[src/rtl/irq_agg_pkg.sv]
package irq_agg_pkg;
  localparam int NUM_FLAGS   = 3;
  localparam int ICTL_W      = 2 * NUM_FLAGS;
  localparam int ISR_W       = 2;
  localparam int FLAG_DONE   = 0;
  localparam int FLAG_DTEST  = 1;
  localparam int FLAG_HEALTH = 2;
  localparam int ISR_CORE    = 0;
  localparam int ISR_SLVERR  = 1;
  localparam logic [ISR_W-1:0] IMR_RESET = '1;

  typedef logic [NUM_FLAGS-1:0] flag_vec_t;
  typedef logic [ISR_W-1:0]     isr_vec_t;
endpackage

[src/rtl/irq_agg_event_qual.sv]
module irq_agg_event_qual
  import irq_agg_pkg::*;
(
  input  logic      ev_done_i,
  input  logic      ev_dtest_fail_i,
  input  logic      ev_health_fail_i,
  input  logic      src_rst_i,
  input  logic      src_en_i,
  input  logic      osc_en_i,
  input  logic      legacy_mode_i,
  input  logic      health_unit_en_i,
  output flag_vec_t ev_ok_o
);
  logic src_active;
  logic health_allowed;

  assign src_active     = !src_rst_i && src_en_i && osc_en_i;
  // legacy parts need the health-test unit explicitly enabled
  assign health_allowed = !legacy_mode_i || health_unit_en_i;

  always_comb begin
    ev_ok_o              = '0;
    ev_ok_o[FLAG_DONE]   = ev_done_i;
    ev_ok_o[FLAG_DTEST]  = ev_dtest_fail_i && src_active;
    ev_ok_o[FLAG_HEALTH] = ev_health_fail_i && src_active && health_allowed;
  end
endmodule

[src/rtl/irq_agg_flag_bank.sv]
module irq_agg_flag_bank
  import irq_agg_pkg::*;
#(
  parameter int N = NUM_FLAGS,
  localparam int W = 2 * N
) (
  input  logic         clk_i,
  input  logic         rst_ni,
  input  logic         ictl_we_i,
  input  logic [W-1:0] ictl_wdata_i,
  input  logic [N-1:0] ev_set_i,
  output logic [N-1:0] flags_o,
  output logic [N-1:0] en_o,
  output logic         core_d_o
);
  logic [N-1:0] flags_d;
  logic [N-1:0] en_d;

  for (genvar g = 0; g < N; g++) begin : g_flag
    logic clr;
    assign clr        = ictl_we_i && ictl_wdata_i[N+g];
    // set has priority over a same-cycle clear
    assign flags_d[g] = ev_set_i[g] || (flags_o[g] && !clr);
    assign en_d[g]    = ictl_we_i ? ictl_wdata_i[g] : en_o[g];

    always_ff @(posedge clk_i or negedge rst_ni) begin
      if (!rst_ni) begin
        flags_o[g] <= 1'b0;
        en_o[g]    <= 1'b0;
      end else begin
        flags_o[g] <= flags_d[g];
        en_o[g]    <= en_d[g];
      end
    end
  end

  assign core_d_o = |(flags_d & en_d);
endmodule

[src/rtl/irq_agg_mask_unit.sv]
module irq_agg_mask_unit
  import irq_agg_pkg::*;
(
  input  logic     clk_i,
  input  logic     rst_ni,
  input  logic     core_d_i,
  input  logic     slverr_i,
  input  logic     isr_we_i,
  input  isr_vec_t isr_wdata_i,
  input  logic     ier_we_i,
  input  isr_vec_t ier_wdata_i,
  input  logic     idr_we_i,
  input  isr_vec_t idr_wdata_i,
  output isr_vec_t isr_o,
  output isr_vec_t imr_o,
  output logic     irq_o
);
  isr_vec_t isr_d;
  isr_vec_t imr_d;
  isr_vec_t w1c;
  isr_vec_t ier_m;
  isr_vec_t idr_m;

  assign w1c   = isr_we_i ? isr_wdata_i : '0;
  assign ier_m = ier_we_i ? ier_wdata_i : '0;
  assign idr_m = idr_we_i ? idr_wdata_i : '0;

  always_comb begin
    isr_d             = '0;
    // core bit follows the aggregate; a clear cannot beat a live source
    isr_d[ISR_CORE]   = core_d_i;
    isr_d[ISR_SLVERR] = slverr_i || (isr_o[ISR_SLVERR] && !w1c[ISR_SLVERR]);
    imr_d             = (imr_o & ~ier_m) | idr_m;
  end

  always_ff @(posedge clk_i or negedge rst_ni) begin
    if (!rst_ni) begin
      isr_o <= '0;
      imr_o <= IMR_RESET;
      irq_o <= 1'b0;
    end else begin
      isr_o <= isr_d;
      imr_o <= imr_d;
      irq_o <= |(isr_d & ~imr_d);
    end
  end
endmodule

[src/rtl/irq_agg_top.sv]
module irq_agg_top
  import irq_agg_pkg::*;
(
  input  logic                 clk_i,
  input  logic                 rst_ni,
  input  logic                 ictl_we_i,
  input  logic [ICTL_W-1:0]    ictl_wdata_i,
  input  logic                 isr_we_i,
  input  logic [ISR_W-1:0]     isr_wdata_i,
  input  logic                 ier_we_i,
  input  logic [ISR_W-1:0]     ier_wdata_i,
  input  logic                 idr_we_i,
  input  logic [ISR_W-1:0]     idr_wdata_i,
  input  logic                 ev_done_i,
  input  logic                 ev_dtest_fail_i,
  input  logic                 ev_health_fail_i,
  input  logic                 slverr_i,
  input  logic                 src_rst_i,
  input  logic                 src_en_i,
  input  logic                 osc_en_i,
  input  logic                 legacy_mode_i,
  input  logic                 health_unit_en_i,
  output logic [NUM_FLAGS-1:0] flags_o,
  output logic [NUM_FLAGS-1:0] flag_en_o,
  output logic [ISR_W-1:0]     isr_o,
  output logic [ISR_W-1:0]     imr_o,
  output logic                 irq_o
);
  flag_vec_t ev_ok;
  logic      core_d;

  irq_agg_event_qual u_qual (
    .ev_done_i        (ev_done_i),
    .ev_dtest_fail_i  (ev_dtest_fail_i),
    .ev_health_fail_i (ev_health_fail_i),
    .src_rst_i        (src_rst_i),
    .src_en_i         (src_en_i),
    .osc_en_i         (osc_en_i),
    .legacy_mode_i    (legacy_mode_i),
    .health_unit_en_i (health_unit_en_i),
    .ev_ok_o          (ev_ok)
  );

  irq_agg_flag_bank #(.N(NUM_FLAGS)) u_flags (
    .clk_i        (clk_i),
    .rst_ni       (rst_ni),
    .ictl_we_i    (ictl_we_i),
    .ictl_wdata_i (ictl_wdata_i),
    .ev_set_i     (ev_ok),
    .flags_o      (flags_o),
    .en_o         (flag_en_o),
    .core_d_o     (core_d)
  );

  irq_agg_mask_unit u_mask (
    .clk_i       (clk_i),
    .rst_ni      (rst_ni),
    .core_d_i    (core_d),
    .slverr_i    (slverr_i),
    .isr_we_i    (isr_we_i),
    .isr_wdata_i (isr_wdata_i),
    .ier_we_i    (ier_we_i),
    .ier_wdata_i (ier_wdata_i),
    .idr_we_i    (idr_we_i),
    .idr_wdata_i (idr_wdata_i),
    .isr_o       (isr_o),
    .imr_o       (imr_o),
    .irq_o       (irq_o)
  );
endmodule

[config.mk]
export PLATFORM = sky130hd
export DESIGN_NAME = irq_agg_top
export DESIGN_NICKNAME = d
export VERILOG_FILES = /design/src/rtl/irq_agg_pkg.sv /design/src/rtl/irq_agg_event_qual.sv /design/src/rtl/irq_agg_flag_bank.sv /design/src/rtl/irq_agg_mask_unit.sv /design/src/rtl/irq_agg_top.sv
export SDC_FILE = /design/constraint.sdc
export NUM_CORES = 1
export LEC_CHECK = 0
export BUFFER_PORTS_ARGS = -buffer_cell sky130_fd_sc_hd__clkbuf_2
export CAP_MARGIN = 20
export CORE_AREA = 2 2 39 41
export DETAILED_ROUTE_END_ITERATION = 7
export DIE_AREA = 0 0 41 43
export HOLD_SLACK_MARGIN = 0.08
export PLACE_DENSITY_LB_ADDON = 0.3
export SETUP_SLACK_MARGIN = 0.02
export SYNTH_ARGS = -nofsm -noshare
export SYNTH_HDL_FRONTEND = slang
export SYNTH_HIERARCHICAL = 1
export SYNTH_SLANG_ARGS = --single-unit
[constraint.sdc]
create_clock -name clk_i -period 1.8 [get_ports clk_i]
set_input_delay 0.36 -clock clk_i [delete_from_list [all_inputs] [get_ports clk_i]]
set_output_delay 0.36 -clock clk_i [all_outputs]
set_load 0.05 [all_outputs]
==> reports/metrics.cfg <==
[clock_tree]
cts_tree=yes
cts_sinks=11
path_clk_slew_ps=70
htreeDepth=1
cts_root_buffer=clkbuf_4
cts-buffers-inserted=3
clock_path_buffers=2
clk_latency_ps=260

[timing]
hold_viol=0
maxSlewViolCount=0
setup_viol=0
hold_ws_ps=309.0
max_freq_mhz=703.6
rsz0062_at_grt=false
slew_headroom_pct=81.14
fin_setup_tns_ps=0
tightest_slew_ps=284.1
fin_skew_ps=0.7968
setup_slack_ps=378.6
fin_crit_ps=1421
fin_crit_sh_pct=78.96

[place]
portBuffers=36
routabilityCongestion=0.6882
dpl-instance-area_um2=663.1
dp_slack_ps=285.1

[min_path]
hold_class=in -> reg

[pwr]
leakage_nw=0.3967
peakVddDrop_mv=0.4229
power_per_cell_area_nw_per_um2=943.2

[drt]
vias=419
dr.first_iter.drc_count=1
viasPerCell=4.554
dr.pass1.iters=2
postRouteAntennaNets=0
drc=0
wl_mm=1.020
wl_per_cell_um=11.09

[worst_setup_path]
path_cells=clkbuf_2
crit_type=reg -> out
slowest_delay_ps=540
cp-start-kind=flip-flop
path_buf_inv=1
cpMaxStageDelayCell=dfstp_2
endpoint_kind=primary output
cp_top_family=flip-flops
arrival_ps=1060
crit_fanout=2
crit_required_ps=1440

[layout]
final_common_cell=clkbuf_2
area_growth_pct=48.67
antenna_cells=0
drive_gt1_share_pct=63.16
utilization_pct=50.54
fin_area_um2=699.4
layout_common_cells=clkbuf_2, dfrtp_1, nand2_1
nets=104

[die]
core-area_um2=1384
die_w_um=41
start_util_pct=34.00
rows=14
ios=38
die-area_um2=1763
dieHeight_um=43

[global_routing]
grt_first_pass_wirelength_mm=1.573
antenna_found_initial=0
grt_max_degree=12
grt_usage_pct=13.46
grt_pass1_vias=424
globalRouteOverflowTotal=0

[yosys]
synth_area_um2=470.5
synth.net_count=63
synth_warnings=6
synthCells=36
synth-seq-cells=11
synth_area_per_cell_um2=13.07
ys_seq_area_share_pct=59.04
synth_cell_types=18

[flow_run]
max_cap_viol_count=0

[status]
status=finished clean

## timing repair
item / in CTS / in global routing
gates resized for setup: 0 / 0
setup buffers: 0 / 0
endpoints found under the hold margin: 9 / 0
hold buffers: 1 / 0
## registers in the layout, summed over array words and instances (netlist names)
name and cells:
u_mask/irq_o 1, u_mask/isr_o 2, u_flags/flags_o 3, u_mask/imr_o 2
u_flags/en_o 3
## layout make-up
type | count | area [µm²]
fill | 141 | 684.4
sequential | 11 | 277.8
timing repair buffer | 37 | 190.2
multi-input combinational | 21 | 173.9
clock buffer | 4 | 26.28
tap | 16 | 20.02
inverter | 3 | 11.26
## stage by stage
stage / std cells / total power [mW]
floorplan: 36 / 0.4372
global placement: 87 / 0.5017
detailed placement: 87 / 0.5047
CTS: 92 / 0.6744
global route: 92 / 0.7047
finish: 92 / 0.6597
## power by group
part           total [mW]  switching (mW)  leakage (nW)  internal [mW]
Clock               0.160          0.0742        0.0150         0.0855
Sequential          0.290          0.0120         0.126          0.278
Combinational       0.210           0.142         0.256         0.0678
Total               0.660           0.229         0.397          0.431
## metal layers
metal / track usage, % / part of all wire [%]
met1: 13.51 / 34
met2: 23.13 / 55
met3: 3.141 / 11
met5: 0 / 0
met4: 8.000 / 0
## Yosys cell counts
| cell type | count | area, µm² |
|---|---|---|
| nor2b_4 | 1 | 13.76 |
| o21a_1 | 1 | 7.510 |
| a21o_1 | 2 | 15.01 |
| inv_1 | 3 | 11.26 |
| and3_2 | 1 | 7.510 |
| a221o_1 | 1 | 10.01 |
| dfrtp_1 | 9 | 225.2 |
| nand2_1 | 5 | 18.77 |
| dfstp_2 | 2 | 52.55 |
| mux2_4 | 2 | 30.03 |
| a21boi_0 | 1 | 7.510 |
| buf_4 | 1 | 7.510 |
| a22o_1 | 2 | 17.52 |
| or2_2 | 1 | 6.260 |
| mux2_2 | 1 | 11.26 |
| o2111a_1 | 1 | 11.26 |
| a21oi_1 | 1 | 5.000 |
| o22ai_2 | 1 | 12.51 |
## logic make-up (layout without fill, tap and decap cells)
family	Yosys count	count (layout)	share of synthesized area (%)
AOI/OAI and AO/OA	10	10	18.35
buffers and inverters	4	44	3.990
DFF	11	11	59.04
muxes	3	3	8.777
and+or+nand+nor	8	8	9.842
## worst paths after layout
check / startpoint / endpoint / slack, ps / cells after the start
setup / recovery: u_mask/imr_o[1] / imr_o[1] / 380 / 1
hold / removal: ev_done_i / u_flags/flags_o[0] / 310 / 2
setup reg to reg: u_flags/en_o[1] / u_mask/irq_o / 490 / 5
hold reg to reg: u_mask/isr_o[1] / u_mask/isr_o[1] / 510 / 2
max in group asynchronous: rst_ni / u_mask/imr_o[0] / 1030 / 2
min in group asynchronous: rst_ni / u_mask/isr_o[1] / 500 / 2
(Power assumes the default switching activity.)
